$ cat config.mk
export PLATFORM = sky130hd
export DESIGN_NAME = wdog_keyed
export DESIGN_NICKNAME = d
export VERILOG_FILES = /design/src/rtl/wdk_pkg.sv /design/src/rtl/wdk_regs.sv /design/src/rtl/wdk_counter.sv /design/src/rtl/wdk_pulse.sv /design/src/rtl/wdog_keyed.sv
export SDC_FILE = /design/constraint.sdc
export NUM_CORES = 1
export LEC_CHECK = 0
export BUFFER_PORTS_ARGS = -buffer_cell sky130_fd_sc_hd__buf_2
export CAP_MARGIN = 20
export CORE_MARGIN = 2
export CORE_UTILIZATION = 56
export CTS_CLUSTER_SIZE = 28
export DETAILED_ROUTE_END_ITERATION = 10
export GPL_TIMING_DRIVEN = 0
export PLACE_DENSITY = 0.92
export REMOVE_ABC_BUFFERS = 1
export SLEW_MARGIN = 20
export SYNTH_ARGS = -nofsm -noshare
export SYNTH_HDL_FRONTEND = slang
export SYNTH_SLANG_ARGS = --single-unit
$ cat constraint.sdc
create_clock -name clk -period 3.75 [get_ports clk]
set_input_delay 0.75 -clock clk [delete_from_list [all_inputs] [get_ports clk]]
set_output_delay 0.75 -clock clk [all_outputs]
set_load 0.02 [all_outputs]
$ cat src/rtl/wdk_pkg.sv
package wdk_pkg;

  // register offsets (byte addresses)
  localparam logic [7:0] OFS_MODE  = 8'h00;
  localparam logic [7:0] OFS_LEN   = 8'h04;
  localparam logic [7:0] OFS_KICK  = 8'h08;
  localparam logic [7:0] OFS_SWRST = 8'h14;

  // keys and magic words
  localparam logic [7:0]  MODE_KEY  = 8'h22;
  localparam logic [4:0]  LEN_KEY   = 5'h08;
  localparam logic [31:0] KICK_WORD = 32'h0000_1971;
  localparam logic [31:0] SWRST_WORD = 32'h0000_1209;

  // mode bit positions
  localparam int B_EN   = 0;
  localparam int B_POL  = 1;
  localparam int B_XEN  = 2;
  localparam int B_IRQ  = 3;
  localparam int B_AUTO = 4;
  localparam int B_DUAL = 6;
  localparam int B_CSEL = 8;

  localparam int MODE_W = 9;
  localparam logic [MODE_W-1:0] MODE_MASK = MODE_W'((1 << B_EN) | (1 << B_POL) |
    (1 << B_XEN) | (1 << B_IRQ) | (1 << B_AUTO) | (1 << B_DUAL) | (1 << B_CSEL));

  localparam int LEN_SHIFT = 5;

  typedef struct packed {
    logic en;
    logic pol;
    logic xen;
    logic irq_en;
    logic dual;
  } wdk_ctrl_t;

endpackage

$ cat src/rtl/wdk_regs.sv
module wdk_regs
  import wdk_pkg::*;
#(
  parameter int ADDR_W   = 5,
  parameter int PERIOD_W = 11
) (
  input  logic                clk,
  input  logic                rst_n,
  input  logic                wr_en,
  input  logic [ADDR_W-1:0]   wr_addr,
  input  logic [31:0]         wr_data,
  input  logic [ADDR_W-1:0]   rd_addr,
  output logic [31:0]         rd_data,
  output wdk_ctrl_t           ctrl,
  output logic [PERIOD_W-1:0] period_nxt,
  output logic                load_stb,
  output logic                clr_irq_stb,
  output logic                sw_stb
);

  localparam logic [ADDR_W-1:0] A_MODE  = ADDR_W'(OFS_MODE);
  localparam logic [ADDR_W-1:0] A_LEN   = ADDR_W'(OFS_LEN);
  localparam logic [ADDR_W-1:0] A_KICK  = ADDR_W'(OFS_KICK);
  localparam logic [ADDR_W-1:0] A_SWRST = ADDR_W'(OFS_SWRST);

  logic [MODE_W-1:0]   mode_q, mode_d;
  logic [PERIOD_W-1:0] period_q, period_d;
  logic                mode_hit, len_hit, kick_hit, sw_hit;

  // write decode with key checks
  always_comb begin
    mode_hit = wr_en && (wr_addr == A_MODE)  && (wr_data[31:24] == MODE_KEY);
    len_hit  = wr_en && (wr_addr == A_LEN)   && (wr_data[4:0] == LEN_KEY);
    kick_hit = wr_en && (wr_addr == A_KICK)  && (wr_data == KICK_WORD);
    sw_hit   = wr_en && (wr_addr == A_SWRST) && (wr_data == SWRST_WORD);
  end

  // next state
  always_comb begin
    mode_d   = mode_q;
    period_d = period_q;
    if (mode_hit) mode_d = wr_data[MODE_W-1:0] & MODE_MASK;
    if (len_hit)  period_d = wr_data[LEN_SHIFT +: PERIOD_W];
  end

  always_ff @(posedge clk or negedge rst_n) begin
    if (!rst_n) begin
      mode_q   <= '0;
      period_q <= '1;
    end else begin
      mode_q   <= mode_d;
      period_q <= period_d;
    end
  end

  // outputs toward the counter
  always_comb begin
    period_nxt  = period_d;
    load_stb    = mode_hit | len_hit | kick_hit;
    clr_irq_stb = mode_hit | kick_hit;
    sw_stb      = sw_hit;
    ctrl.en     = mode_q[B_EN];
    ctrl.pol    = mode_q[B_POL];
    ctrl.xen    = mode_q[B_XEN];
    ctrl.irq_en = mode_q[B_IRQ];
    ctrl.dual   = mode_q[B_DUAL];
  end

  // read mux
  always_comb begin
    case (rd_addr)
      A_MODE:  rd_data = 32'(mode_q);
      A_LEN:   rd_data = 32'(period_q) << LEN_SHIFT;
      default: rd_data = '0;
    endcase
  end

  // unkeyed mode write leaves the mode register alone
  p_mode_key_r1: assert property (@(posedge clk) disable iff (!rst_n)
    (wr_en && wr_addr == A_MODE && wr_data[31:24] != MODE_KEY) |=> $stable(mode_q));

  // unkeyed length write leaves the period alone
  p_len_key_r2: assert property (@(posedge clk) disable iff (!rst_n)
    (wr_en && wr_addr == A_LEN && wr_data[4:0] != LEN_KEY) |=> $stable(period_q));

endmodule

$ cat src/rtl/wdk_counter.sv
module wdk_counter #(
  parameter int PERIOD_W   = 11,
  parameter int UNIT_TICKS = 512
) (
  input  logic                clk,
  input  logic                rst_n,
  input  logic                tick,
  input  logic                run,
  input  logic                dual_sel,
  input  logic                load,
  input  logic [PERIOD_W-1:0] load_period,
  input  logic                clr_irq,
  output logic                irq,
  output logic                fire
);

  localparam int UNIT_SH = $clog2(UNIT_TICKS);
  localparam int CNT_W   = PERIOD_W + UNIT_SH;

  logic [CNT_W-1:0] cnt_q, cnt_d, reload_v;
  logic             stage_q, stage_d;
  logic             irq_q, irq_d;
  logic             step, expire;

  always_comb begin
    reload_v = CNT_W'(load_period) << UNIT_SH;
    step     = run && tick && !load;
    expire   = step && (cnt_q <= CNT_W'(1));
  end

  always_comb begin
    cnt_d   = cnt_q;
    stage_d = stage_q;
    irq_d   = irq_q;
    fire    = 1'b0;
    if (clr_irq) irq_d = 1'b0;
    if (load) begin
      cnt_d   = reload_v;
      stage_d = 1'b0;
    end else if (expire) begin
      cnt_d = reload_v;
      if (dual_sel && !stage_q) begin
        stage_d = 1'b1;
        irq_d   = 1'b1;
      end else begin
        stage_d = 1'b0;
        fire    = 1'b1;
      end
    end else if (step) begin
      cnt_d = cnt_q - CNT_W'(1);
    end
  end

  always_ff @(posedge clk or negedge rst_n) begin
    if (!rst_n) begin
      cnt_q   <= '0;
      stage_q <= 1'b0;
      irq_q   <= 1'b0;
    end else begin
      cnt_q   <= cnt_d;
      stage_q <= stage_d;
      irq_q   <= irq_d;
    end
  end

  assign irq = irq_q;

  // each enabled tick above one moves the count down by exactly one
  p_step_r3: assert property (@(posedge clk) disable iff (!rst_n)
    (run && tick && !load && cnt_q > CNT_W'(1)) |=> (cnt_q == $past(cnt_q) - CNT_W'(1)));

  // the count holds while stopped
  p_hold_r11: assert property (@(posedge clk) disable iff (!rst_n)
    (!run && !load) |=> $stable(cnt_q));

  // the interrupt only rises in dual mode with interrupt enable
  p_irq_dual_r6: assert property (@(posedge clk) disable iff (!rst_n)
    $rose(irq_q) |-> $past(dual_sel));

  // the interrupt stays up without a clear
  p_irq_sticky_r6: assert property (@(posedge clk) disable iff (!rst_n)
    (irq_q && !clr_irq) |=> irq_q);

endmodule

$ cat src/rtl/wdk_pulse.sv
module wdk_pulse #(
  parameter int PULSE_TICKS = 16
) (
  input  logic clk,
  input  logic rst_n,
  input  logic tick,
  input  logic fire,
  input  logic sw_fire,
  input  logic xen,
  input  logic pol,
  output logic rst_req,
  output logic ext_rst
);

  localparam int PC_W = $clog2(PULSE_TICKS + 1);

  logic [PC_W-1:0] pcnt_q, pcnt_d;
  logic            active;

  always_comb begin
    pcnt_d = pcnt_q;
    if (fire || sw_fire) pcnt_d = PC_W'(PULSE_TICKS);
    else if (tick && pcnt_q != '0) pcnt_d = pcnt_q - PC_W'(1);
  end

  always_ff @(posedge clk or negedge rst_n) begin
    if (!rst_n) pcnt_q <= '0;
    else        pcnt_q <= pcnt_d;
  end

  always_comb begin
    rst_req = (pcnt_q != '0);
    active  = rst_req && xen;
    ext_rst = pol ? active : !active;
  end

  // the pulse counter never exceeds the programmed length
  p_len_bound_r9: assert property (@(posedge clk) disable iff (!rst_n)
    pcnt_q <= PC_W'(PULSE_TICKS));

  // the pulse cannot end without a tick
  p_hold_r9: assert property (@(posedge clk) disable iff (!rst_n)
    (rst_req && !tick) |=> rst_req);

  // a software reset request shows on the next edge
  p_sw_r8: assert property (@(posedge clk) disable iff (!rst_n)
    sw_fire |=> rst_req);

endmodule

$ cat src/rtl/wdog_keyed.sv
module wdog_keyed
  import wdk_pkg::*;
#(
  parameter int ADDR_W      = 5,
  parameter int PERIOD_W    = 11,
  parameter int UNIT_TICKS  = 512,
  parameter int PULSE_TICKS = 16
) (
  input  logic              clk,
  input  logic              rst_n,
  input  logic              tick_en,
  input  logic              wr_en,
  input  logic [ADDR_W-1:0] wr_addr,
  input  logic [31:0]       wr_data,
  input  logic [ADDR_W-1:0] rd_addr,
  output logic [31:0]       rd_data,
  output logic              irq_o,
  output logic              rst_req_o,
  output logic              ext_rst_o
);

  logic                rst_meta_q, rst_sync_q;
  wdk_ctrl_t           ctrl;
  logic [PERIOD_W-1:0] period_nxt;
  logic                load_stb, clr_irq_stb, sw_stb, fire;

  // asynchronous assert, synchronous release
  always_ff @(posedge clk or negedge rst_n) begin
    if (!rst_n) begin
      rst_meta_q <= 1'b0;
      rst_sync_q <= 1'b0;
    end else begin
      rst_meta_q <= 1'b1;
      rst_sync_q <= rst_meta_q;
    end
  end

  wdk_regs #(.ADDR_W(ADDR_W), .PERIOD_W(PERIOD_W)) u_regs (
    .clk        (clk),
    .rst_n      (rst_sync_q),
    .wr_en      (wr_en),
    .wr_addr    (wr_addr),
    .wr_data    (wr_data),
    .rd_addr    (rd_addr),
    .rd_data    (rd_data),
    .ctrl       (ctrl),
    .period_nxt (period_nxt),
    .load_stb   (load_stb),
    .clr_irq_stb(clr_irq_stb),
    .sw_stb     (sw_stb)
  );

  wdk_counter #(.PERIOD_W(PERIOD_W), .UNIT_TICKS(UNIT_TICKS)) u_cnt (
    .clk        (clk),
    .rst_n      (rst_sync_q),
    .tick       (tick_en),
    .run        (ctrl.en),
    .dual_sel   (ctrl.dual & ctrl.irq_en),
    .load       (load_stb),
    .load_period(period_nxt),
    .clr_irq    (clr_irq_stb),
    .irq        (irq_o),
    .fire       (fire)
  );

  wdk_pulse #(.PULSE_TICKS(PULSE_TICKS)) u_pulse (
    .clk    (clk),
    .rst_n  (rst_sync_q),
    .tick   (tick_en),
    .fire   (fire),
    .sw_fire(sw_stb),
    .xen    (ctrl.xen),
    .pol    (ctrl.pol),
    .rst_req(rst_req_o),
    .ext_rst(ext_rst_o)
  );

  // with no pulse the pin rests at the inactive level
  p_pin_idle_r10: assert property (@(posedge clk) disable iff (!rst_sync_q)
    !rst_req_o |-> (ext_rst_o == !ctrl.pol));

  // with the pin disabled it never shows the active level
  p_pin_off_r10: assert property (@(posedge clk) disable iff (!rst_sync_q)
    !ctrl.xen |-> (ext_rst_o == !ctrl.pol));

endmodule

* Yosys cells after proc, flatten, opt, wreduce, memory -nomap -nowiden *
Cells that the tools add are included.

word-level totals
  output and inout bits = 35
  bits in registers = 47
  logic and storage cells = 65
  input bits = 46

cells by class
  magnitude comparators = 1
  multiplexer cells = 18
  bitwise operators = 4
  $add $sub $neg = 2
  reduce and logical (&&, ||, !) cells = 24
  eq/ne operators = 8

operators with widths
  cell                     count
  $eq A32 B13 Y1 const B   2
  $mux W20                 3
  $pmux W16 S2             1
  $le A20 B1 Y1 const B    1
  $sub A20 B1 Y20 const B  1
  $logic_and A1 B1 Y1      14
  $mux W1                  11
  $mux W11                 1
  $eq A5 B3 Y1 const B     2
  $eq A5 B4 Y1 const B     2
  $logic_not A5 Y1         2
  $mux W5                  2
  $eq A8 B6 Y1 const B     1
  $eq A5 B5 Y1 const B     1
  $reduce_bool A5 Y1       1
  $sub A5 B1 Y5 const B    1
  $reduce_bool A2 Y1       2
  $logic_not A1 Y1         3
  $or A1 B1 Y1             3
  $reduce_bool A3 Y1       1
  $and A1 B1 Y1            1
  $logic_or A1 B1 Y1       1

* Logic depth before layout (Yosys ltp) *
Gate-level depths: netlist of the first run.

  depth after elaboration = 12
  depth in mapped cells = 10
  gate-level depth less buffers = 8

* By module *
From an unflattened synthesis of the first run, not the netlist that was laid out.

second synthesis, totals
  cell total of the unflattened synthesis = 309
  area, all modules = 3,017.9 µm²

modules (own cells, without submodules)
  module       cells an instance  area each (µm²)  times used  seq. area each (µm²)
  wdk_counter  164                1,422.6          1           550.5
  wdk_regs     111                1,233.7          1           464.2
  wdk_pulse    30                 301.5            1           125.1
  wdog_keyed   4                  60.1             1           50.0

* Worst setup path before layout of the first run *
OpenSTA, ideal clock, no wires.

  path kind = input -> output
  start = input rd_addr[1]
  end = output rd_data[10]
  data required time = 3.000 ns
  stages on the path = 3
  path buffers = 0
  data arrival time = 1.850 ns
  setup slack = 1.150 ns
  cells stage by stage = or4_1 nor2_1 and2_1

on the way
  word-level cells in the longest chain between the ends = 2
  elaborated cells between the ends (all ways) = 3
  classes of those cells = 1 x eq/ne; 1 x mux; 1 x reduce/logical

ends and longest elaborated chain
  item                                                     RTL line          RTL
  start: declaration                                       wdog_keyed.sv:15  input logic [ADDR_W-1:0] rd_addr,
  $eq A5 B3 Y1 / $logic_not A5 Y1 (equally long branches)  wdk_regs.sv:71    case (rd_addr)
  $pmux W16 S2 *                                           wdk_regs.sv:71
  end: declaration                                         wdog_keyed.sv:16  output logic [31:0] rd_data,

Every way passes the cells marked *; elsewhere a longest branch is shown, timed or not.

* Worst setup path in the final report of the first run *
  start = input wr_addr[3]
  end = register u_cnt.cnt_q[17]

on the way
  word-level cells in the longest chain between the ends = 10
  elaborated cells between the ends (all ways) = 18
  classes of those cells = 2 x eq/ne; 3 x mux; 2 x bitwise; 11 x reduce/logical

ends and longest elaborated chain
  item                                                     RTL line                        RTL
  start: declaration                                       wdog_keyed.sv:13                input logic [ADDR_W-1:0] wr_addr,
  $eq A5 B3 Y1 / $logic_not A5 Y1 (equally long branches)  wdk_regs.sv:33, wdk_regs.sv:32
  $logic_and A1 B1 Y1 (on tied branches) (2 in a row)      wdk_regs.sv:33, wdk_regs.sv:32
  $or A1 B1 Y1 (2 in a row)                                wdk_regs.sv:59                  load_stb = mode_hit | len_hit | kick_hit;
  $logic_not A1 Y1                                         wdk_counter.sv:27               step = run && tick && !load;
  $logic_and A1 B1 Y1                                      wdk_counter.sv:27
  $logic_and A1 B1 Y1                                      wdk_counter.sv:28               expire = step && (cnt_q <= CNT_W'(1));
  $mux W20                                                 wdk_counter.sv:40               end else if (expire) begin
  $mux W20                                                 wdk_counter.sv:37               if (load) begin
  end signal: assignment                                   wdk_counter.sv:60               cnt_q <= cnt_d;
  end: declaration                                         wdk_counter.sv:20               logic [CNT_W-1:0] cnt_q, cnt_d, reload_v;

Parallel ways exist; a longest one is shown, timed or not.
A chain may end at the register's enable or synchronous reset.

==> results of run 1 <==
flip-flops by register name, indices dropped and copies added, names as in the netlist:
name / flops
rst_meta_q: 1
rst_sync_q: 1
u_cnt.cnt_q: 20
u_cnt.irq: 1
u_cnt.stage_q: 1
u_pulse.pcnt_q: 5
u_regs.mode_q: 7
u_regs.period_q: 11
per-layer routing:
metal  GRT usage  up-vias  wire length [um]
li1            -     1117                 -
met1       0.285     1104              2570
met2       0.413       93              3100
met3      0.0308       14               314
met4      0.0853        0               119
met5           0        -                 0
worst min path at each step:
stage | start | to | depth (start not counted)
floorplan | rst_meta_q | rst_sync_q | 0
global placement | rst_meta_q | rst_sync_q | 0
detailed placement | rst_sync_q | u_cnt.cnt_q[3] | 0
CTS | rst_n | rst_sync_q | 1
global route | rst_n | rst_sync_q | 1
finish | rst_n | rst_sync_q | 1
worst max-delay path: cells and delay by family:
kind            cells  cell delay, ps
simple gates        4            1940
compound gates      2             410
buf+inv             1             110
layout make-up:
class,count,area [sq um],area share
clock buffers,7,76.3,0.0238
clock inverters,1,5.00,0.00156
inverters,6,22.5,0.00701
multi-input cells,228,1490,0.463
flip-flops and latches,47,1190,0.371
well taps,67,83.8,0.0261
repair buffers,65,348,0.108
per-stage QoR:
step / utilization / total power [mW]
finish: 0.671 / 1.19
global route: 0.671 / 1.27
CTS: 0.671 / 1.20
detailed placement: 0.654 / 0.910
global placement: 0.648 / 0.890
floorplan: - / 0.825
where the power goes:
part | internal (mW) | switching, mW | total [mW] | leakage, nW
combinational | 0.133 | 0.174 | 0.306 | 1.02
clock | 0.131 | 0.155 | 0.286 | 0.0422
sequential | 0.556 | 0.0445 | 0.601 | 0.597
cells by family after synthesis:
group,synth area share
other,0.00267
DFF,0.423
adders and majority gates,0.0178
buffers and inverters,0.0681
and+or+nand+nor,0.258
xor gates and xnor gates,0.0592
muxes,0.0970
AOI/OAI and AO/OA,0.0743
cells in the final DEF (no fill, tap or decap), types with 3 or more instances in the layout:
cell type / instances
a21oi_1: 13
a2bb2oi_1: 3
and2_1: 17
buf_2: 64
clkbuf_8: 5
conb_1: 17
dfrtp_1: 35
dfstp_2: 11
ha_1: 4
inv_1: 6
mux2_2: 18
mux2i_1: 7
nand2_1: 10
nand3_1: 4
nand4_1: 7
nor2_1: 45
nor3_1: 12
nor4_1: 7
o211ai_1: 6
o21ai_0: 10
or3_1: 3
xor2_1: 17
==> impl_metrics.tcl, run 1 <==
set metrics [dict create \
    crit_path_end "u_cnt.cnt_q[17]" \
    ff2ff_path_depth 8 \
    final_hold_viol_count 0 \
    stdcell_count 421 \
    cp-end-kind "register" \
    cp_slowest_cell "nand3_1" \
    ys_seq_elements 47 \
    drv_cap 0 \
    rsz0062_at_grt "no" \
    synth_cell_type_count 44 \
    num_vias 2328 \
    root_buffer "clkbuf_8" \
    ys_warn_count 0 \
    htreeDepth 2 \
    synth_area_leaders "dfrtp_1 (32%), dfstp_2 (10%), mux2_2 (7.2%), nor2_1 (6.0%), xor2_1 (5.3%)" \
    antenna_found_initial 0 \
    synth_edf_count 0 \
    dpl.cell_count 413 \
    finalClockSkew_ps 8.54 \
    synth-main-ff-cell "dfrtp_1" \
    powerDensity_nw_per_um2 371 \
    fin_crit_ps 3000 \
    n_fill_cell 353 \
    grt_max_degree 25 \
    final_area_sq_um 3210 \
    synthArstFlopShare 1.00 \
    hp-class "primary input to async pin" \
    netlist_instances 290 \
    start_kind "primary input" \
    final_nets 403 \
    tns_ps 0 \
    clk_pin_slew_ps 80 \
    drtIter0Drc 202 \
    critPathKind "primary input to register" \
    diodes 0 \
    netlist_top_cells_count "nor2_1 (45), dfrtp_1 (36), mux2_2 (18)" \
    place_ws_ps 480 \
    syn_to_final_growth_pct 14.3 \
    layout-drive-gt1-share 0.305 \
    die_area_sq_um 5600 \
    cts_buffers 5 \
    place.gp.congestion 0.829 \
    first_global_vias 2229 \
    max_stage_delay_ps 710 \
    power.leakage_nw 1.66 \
    netlist.area_leader.share 0.320 \
    r2r_slack_ps 1260 \
    hpwlAfterDp_um 4700 \
    clockBufferDepth 2 \
    min_period_over_period 0.801 \
    die_w_um 74.9 \
    required_ps 3960 \
    cts_setup_buffers 0 \
    netlist_area_sq_um 2810 \
    drc_errors 0 \
    peakVddDrop_mv 0.223 \
    wl_per_cell_um 14.5 \
    dieHeight_um 74.9 \
    clock_latency_ps 290 \
    drtAntennaViolNets 0 \
    status "finished clean" \
    clock_sinks 47 \
    setup_violations 0 \
    setup_slack_ps 748 \
    grt_pass1_wl_um 9880 \
    rows 25 \
    postSynthAreaPerCell_sq_um 9.69 \
    overflow 0 \
    cts_resized 0 \
    io_buffers 64 \
    startpoint "wr_addr[3]" \
    io_pins 81 \
    yosysMostFrequentCell "nor2_1" \
    cp.arrival_ps 3210 \
    synth_area_leader_cell "dfrtp_1" \
    crit_chain "buf_2 -> nor4bb_1 -> nand4_1 -> nand3_1 -> nor2_1 -> a21oi_1 -> a2bb2oi_1" \
    crit_fanout 16 \
    reg2reg_from "u_cnt.cnt_q[0]" \
    grtUsageTotal 0.231 \
    r2r_end "u_cnt.cnt_q[17]" \
    cts_tree "built" \
    maxSlewHeadroom 0.294 \
    drv_slew 0 \
    routed_wl_um 6110 \
    initial_core_util 0.587 \
    fmax_mhz 333 \
    worst-slew-pin-transition_ps 1050 \
    ctsHoldBuffers 0 \
    dr.pass1.iters 4 \
    yosysSeqAreaShare 0.423 \
    hold-worst-slack_ps 228 \
    dpl-instance-area_sq_um 3130 \
    viasPerCell 5.53 \
    coreArea_sq_um 4790 \
]
No activity file was read; power rests on OpenSTA's default activity.
==> run 2: changes to the inputs <==
Settings changed: ABC_AREA set to 1, CORE_UTILIZATION 56 to 50, PLACE_DENSITY 0.92 to 0.85.
Clock period 3.75 ns to 2.58 ns, I/O delays scaled along.
==> run 2 against run 1 <==
  * Area after synthesis rose by 26%
  * Global-route usage rose by 0.79 points
  * Hold slack improved by 36 ps
  * Final cell count rose by 68%
  * Combinational power rose by 120%
  * Register-to-register slack got worse by 730 ps
  * Clock power rose by 99%
  * Setup slack got worse by 450 ps
==> impl_metrics.tcl, run 2 <==
set metrics [dict create \
    ff2ff_path_depth 10 \
    mostFrequentLayoutCell "nand2_1" \
    first_global_vias 3349 \
    p_int_mw 1.38 \
    ctsHoldBuffers 1 \
    ys_warn_count 0 \
    cts_tree "built" \
    setup_violations 0 \
    place.gp.congestion 0.982 \
    maxSlewHeadroom 0.615 \
    seqPwrFrac 0.435 \
    cts_resized 0 \
    power_frac_comb 0.307 \
    power.leakage_nw 2.21 \
    powerDensity_nw_per_um2 546 \
    drtAntennaViolNets 0 \
    yosysSeqAreaShare 0.337 \
    crit_buf_inv 2 \
    regMostFlops "u_cnt.cnt_q" \
    htreeDepth 2 \
    synth.area.mux_share 0 \
    synthArstFlopShare 1.00 \
    cp-end-kind "output port" \
    antenna_found_initial 0 \
    grtUsageTotal 0.239 \
    cp_common_cell "buf_2" \
    io_buffers 64 \
    cts_buffers 5 \
    tns_ps 0 \
    cp.arrival_ps 1770 \
    die_area_sq_um 7750 \
    worst-slew-pin-transition_ps 576 \
    synth-main-ff-cell "dfrtp_1" \
    initial_core_util 0.517 \
    fmax_mhz 438 \
    synth_edf_count 0 \
    coreArea_sq_um 6830 \
    synth_area_leader_cell "dfrtp_1" \
    reg2reg_from "u_cnt.cnt_q[0]" \
    r2r_end "u_cnt.cnt_q[12]" \
    layout-drive-gt1-share 0.187 \
    viasPerCell 5.05 \
    p_sw_frac 0.371 \
    synth_top_family_by_area "simple AND/OR/NAND/NOR gates" \
    r2r_slack_ps 530 \
    dieHeight_um 88.0 \
    ys_seq_elements 47 \
    clock_sinks 47 \
    synth-xor-area-share 0.0323 \
    grt_max_degree 26 \
    drv_cap 0 \
    routed_wl_um 8760 \
    netlist.area_leader.share 0.255 \
    yosysMostFrequentCell "nand2_1" \
    fin_crit_ps 2280 \
    hold-worst-slack_ps 265 \
    clockBufferDepth 2 \
    n_fill_cell 666 \
    max_stage_delay_ps 470 \
    diodes 0 \
    netlist_area_sq_um 3530 \
    start_kind "primary input" \
    syn_to_final_growth_pct 13.7 \
    root_buffer "clkbuf_8" \
    crit_chain "buf_2 -> nor2_1 -> nand4_1 -> o22ai_1 -> buf_2" \
    status "finished clean" \
    cpLargestDelayFamily "simple AND/OR/NAND/NOR gates" \
    reg_top3 "u_cnt.cnt_q: 20 flops, u_regs.period_q: 11 flops, u_regs.mode_q: 7 flops" \
    final_area_sq_um 4010 \
    netlist_top_cells_count "nand2_1 (129), inv_1 (97), nor2_1 (89)" \
    num_vias 3571 \
    min_period_over_period 0.885 \
    clk_pin_slew_ps 80 \
    finalClockSkew_ps 5.55 \
    rsz0062_at_grt "no" \
    mostFrequentLayoutCells "nand2_1 (129), inv_1 (97), nor2_1 (89)" \
    hpwlAfterDp_um 7020 \
    wl_per_cell_um 12.4 \
    synth_cell_type_count 31 \
    dr.pass1.iters 5 \
    hp-class "register to async pin" \
    cp_slowest_cell "nand4_1" \
    postSynthAreaPerCell_sq_um 6.49 \
    drtIter0Drc 283 \
    dpl-instance-area_sq_um 3890 \
    synth-compound-area-share 0.0510 \
    crit_fanout 11 \
    final_nets 660 \
    synth_fa_ha_area_frac 0.0142 \
    die_w_um 88.0 \
    synth_simple_gate_area_frac 0.408 \
    overflow 0 \
    synth_area_leaders "dfrtp_1 (26%), nand2_1 (14%), inv_1 (10%), nor2_1 (9.5%), dfstp_2 (8.2%)" \
    io_pins 81 \
    netlist_instances 544 \
    p_switching_uw 813 \
    peakVddDrop_mv 0.360 \
    critPathKind "primary input to output port" \
    clock_latency_ps 310 \
    rows 30 \
    drv_slew 0 \
    final_hold_viol_count 0 \
    required_ps 2060 \
    clock_power_share 0.259 \
    drc_errors 0 \
    grt_pass1_wl_um 14700 \
    largest_register_ff_count 20 \
    finalPower_mw 2.19 \
    cts_setup_buffers 0 \
]
[run 2: cell count changes after synthesis, moves of 14 or more]
cell,previous run,this run
nor2_1,45,89
and2_1,17,0
inv_1,6,97
mux2_2,18,0
nand4_1,7,25
o21ai_0,10,24
nand2_1,10,129
nand3_1,4,42
[run 2: cell type report]
cell class                 instances  area (sq um)  share of cell area
clock buffer                       6          82.6              0.0206
inverter                         101           379              0.0945
timing repair buffer              66           358              0.0892
clock inverter                     2          35.0             0.00873
multi-input combinational        389          1850               0.460
sequential                        47          1190               0.297
tap                               96           120              0.0299
[run 2: through the flow]
| stage | util | cells | setup slack [ps] |
|---|---|---|---|
| 6_report | 0.588 | 707 | 297 |
| 5_1_grt | 0.588 | 707 | 105 |
| 4_1_cts | 0.588 | 707 | 297 |
| 3_5_place_dp | 0.569 | 698 | 299 |
| 3_3_place_gp | 0.565 | 697 | 346 |
| 2_1_floorplan | - | 537 | 696 |
[run 2: worst max-delay path by stage]
stage | start | to | slack [ps] | cells past startpoint
final | rd_addr[1] | rd_data[8] | 300 | 5
after global routing | rd_addr[1] | rd_data[6] | 100 | 5
after CTS | rd_addr[1] | rd_data[6] | 300 | 5
after detailed placement | rd_addr[1] | rd_data[6] | 300 | 5
after global placement | rd_addr[1] | rd_data[6] | 350 | 5
after floorplan | u_pulse.pcnt_q[0] | ext_rst_o | 700 | 5
[run 2: power by group through the flow]
stage	clock [mW]	combinational (mW)	sequential, mW
after floorplan	0	0.490	0.937
after CTS	0.574	0.662	0.950
after detailed placement	0	0.659	0.960
after global routing	0.608	0.757	0.969
after global placement	0	0.616	0.963
final	0.568	0.672	0.952
[run 2: cell families (layout without fill, tap and decap cells)]
kind of cell | Yosys count | count (layout)
other cells | 2 | 17
fa+ha+maj | 4 | 4
buf+inv | 123 | 175
compound gates | 34 | 34
flops | 47 | 47
simple gates | 321 | 321
xor+xnor | 13 | 13
[run 2: worst reg2reg max path, stage by stage, from the launching register on]
cell,delay (ps)
dfrtp_1,390
inv_1,70
ha_1,280
nor2_1,130
nor3_1,60
nand3_2,120
nand4_2,350
inv_2,310
nand2_1,90
nand3_1,70
nand2_1,70
[run 2: layer usage]
layer / vias to the layer above / routed length, um / global-route usage
met1: 1657 / 4110 / 0.311
met2: 118 / 4050 / 0.395
li1: 1787 / - / -
met4: 0 / 91 / 0.0689
met5: - / 0 / 0
met3: 9 / 502 / 0.0622
==> run 3: changes to the inputs <==
Settings changed: PLACE_DENSITY 0.85 to 0.88, SKIP_LAST_GASP set to 1.
==> run 3 against run 2 <==
  * Hold slack worse by 32 ps
  * Clock skew about the same
  * Via count up 1.8%
  * Core utilization fell by 0.11 points
  * Critical path depth is the same
  * Largest power group unchanged
==> impl_metrics.tcl, run 3 (synthesis gave the netlist of run 2 again) <==
set metrics [dict create \
    status "finished clean" \
    final_hold_viol_count 0 \
    reg_top3 "u_cnt.cnt_q: 20 flops, u_regs.period_q: 11 flops, u_regs.mode_q: 7 flops" \
    root_buffer "clkbuf_8" \
    clk_pin_slew_ps 90 \
    drtIter0Drc 366 \
    setup_slack_ps 280 \
    crit_chain "buf_2 -> nor2_1 -> nand4_1 -> o22ai_1 -> buf_2" \
    grt_pass1_wl_um 15000 \
    ff2ff_path_depth 10 \
    start_kind "primary input" \
    cts_resized 0 \
    drc_errors 0 \
    viasPerCell 5.14 \
    layout-drive-gt1-share 0.187 \
    worst-slew-pin-transition_ps 576 \
    hold-worst-slack_ps 232 \
    overflow 0 \
    final_area_sq_um 4010 \
    tns_ps 0 \
    clock_latency_ps 300 \
    dr.pass1.iters 5 \
    dpl-instance-area_sq_um 3880 \
    maxSlewHeadroom 0.615 \
    die_w_um 88.0 \
    reg2reg_from "u_cnt.cnt_q[0]" \
    mostFrequentLayoutCells "nand2_1 (129), inv_1 (97), nor2_1 (89)" \
    clock_sinks 47 \
    drv_cap 0 \
    worstSetupPathDepth 5 \
    cts_tree "built" \
    wl_per_cell_um 12.6 \
    initial_core_util 0.517 \
    critPathKind "primary input to output port" \
    r2r_end "u_cnt.cnt_q[12]" \
    antenna_found_initial 0 \
    drtAntennaViolNets 0 \
    io_buffers 64 \
    grt_max_degree 27 \
    cp_common_cell "buf_2" \
    routed_wl_um 8920 \
    max_stage_delay_ps 470 \
    place.gp.congestion 0.950 \
    cpLargestDelayFamily "simple AND/OR/NAND/NOR gates" \
    peakVddDrop_mv 0.350 \
    cp.arrival_ps 1780 \
    min_period_over_period 0.892 \
    setup_violations 0 \
    diodes 0 \
    crit_fanout 11 \
    rows 30 \
    regMostFlops "u_cnt.cnt_q" \
    crit_buf_inv 2 \
    fin_crit_ps 2300 \
    dieHeight_um 88.0 \
    hpwlAfterDp_um 7070 \
    syn_to_final_growth_pct 13.5 \
    cp-end-kind "output port" \
    largest_register_ff_count 20 \
    grtUsageTotal 0.244 \
    fmax_mhz 435 \
    coreArea_sq_um 6830 \
    htreeDepth 2 \
    finalPower_mw 2.19 \
    required_ps 2060 \
    clockBufferDepth 2 \
    power.leakage_nw 2.21 \
    first_global_vias 3313 \
    rsz0062_at_grt "no" \
    place_ws_ps 315 \
    cp_slowest_cell "nand4_1" \
    num_vias 3637 \
    r2r_slack_ps 500 \
    io_pins 81 \
    die_area_sq_um 7750 \
    powerDensity_nw_per_um2 546 \
    mostFrequentLayoutCell "nand2_1" \
    drv_slew 0 \
    finalClockSkew_ps 6.05 \
    final_nets 660 \
    hp-class "register to async pin" \
    cts_buffers 5 \
]
[run 3: changes by cell type in the layout (fill, tap and decap cells not counted)]
cell | previous run | this run
buf_12 | 0 | 1
buf_16 | 1 | 0
[run 3: worst max-delay path by stage]
stage | end | start | slack [ps]
4_1_cts | rd_data[6] | rd_addr[1] | 310
3_5_place_dp | rd_data[6] | rd_addr[1] | 320
2_1_floorplan | ext_rst_o | u_pulse.pcnt_q[0] | 700
6_report | rd_data[6] | rd_addr[1] | 280
5_1_grt | rd_data[6] | rd_addr[1] | 150
3_3_place_gp | rd_data[6] | rd_addr[1] | 340
[run 3: metrics by stage]
stage                util  std cells
finish              0.586        707
global placement    0.565        697
global route        0.586        707
floorplan               -        537
CTS                 0.586        707
detailed placement  0.568        698
[run 3: per-layer routing]
metal | routed length [um] | up-vias | track usage
li1 | - | 1791 | -
met1 | 3930 | 1685 | 0.331
met2 | 4230 | 146 | 0.417
met3 | 626 | 15 | 0.0283
met4 | 134 | 0 | 0.0592
met5 | 0 | - | 0
[run 3: final cells by class]
type	instances	area, sq um
clock buffer	6	82.6
clock inverter	2	35.0
fill	644	2830
inverter	101	379
multi-input combinational	389	1850
sequential	47	1190
tap	96	120
timing repair buffer	66	350
[run 3: report_power, final]
part           switching (mW)  internal (mW)  leakage, nW
sequential              0.116          0.836        0.558
clock                   0.254          0.314       0.0612
combinational           0.441          0.228         1.59
total                   0.812           1.38         2.21
[run 3: what timing repair did]
item	in CTS	in global routing
hold buffers	1	0
setup buffers	0	0
hold endpoints to repair	2	0
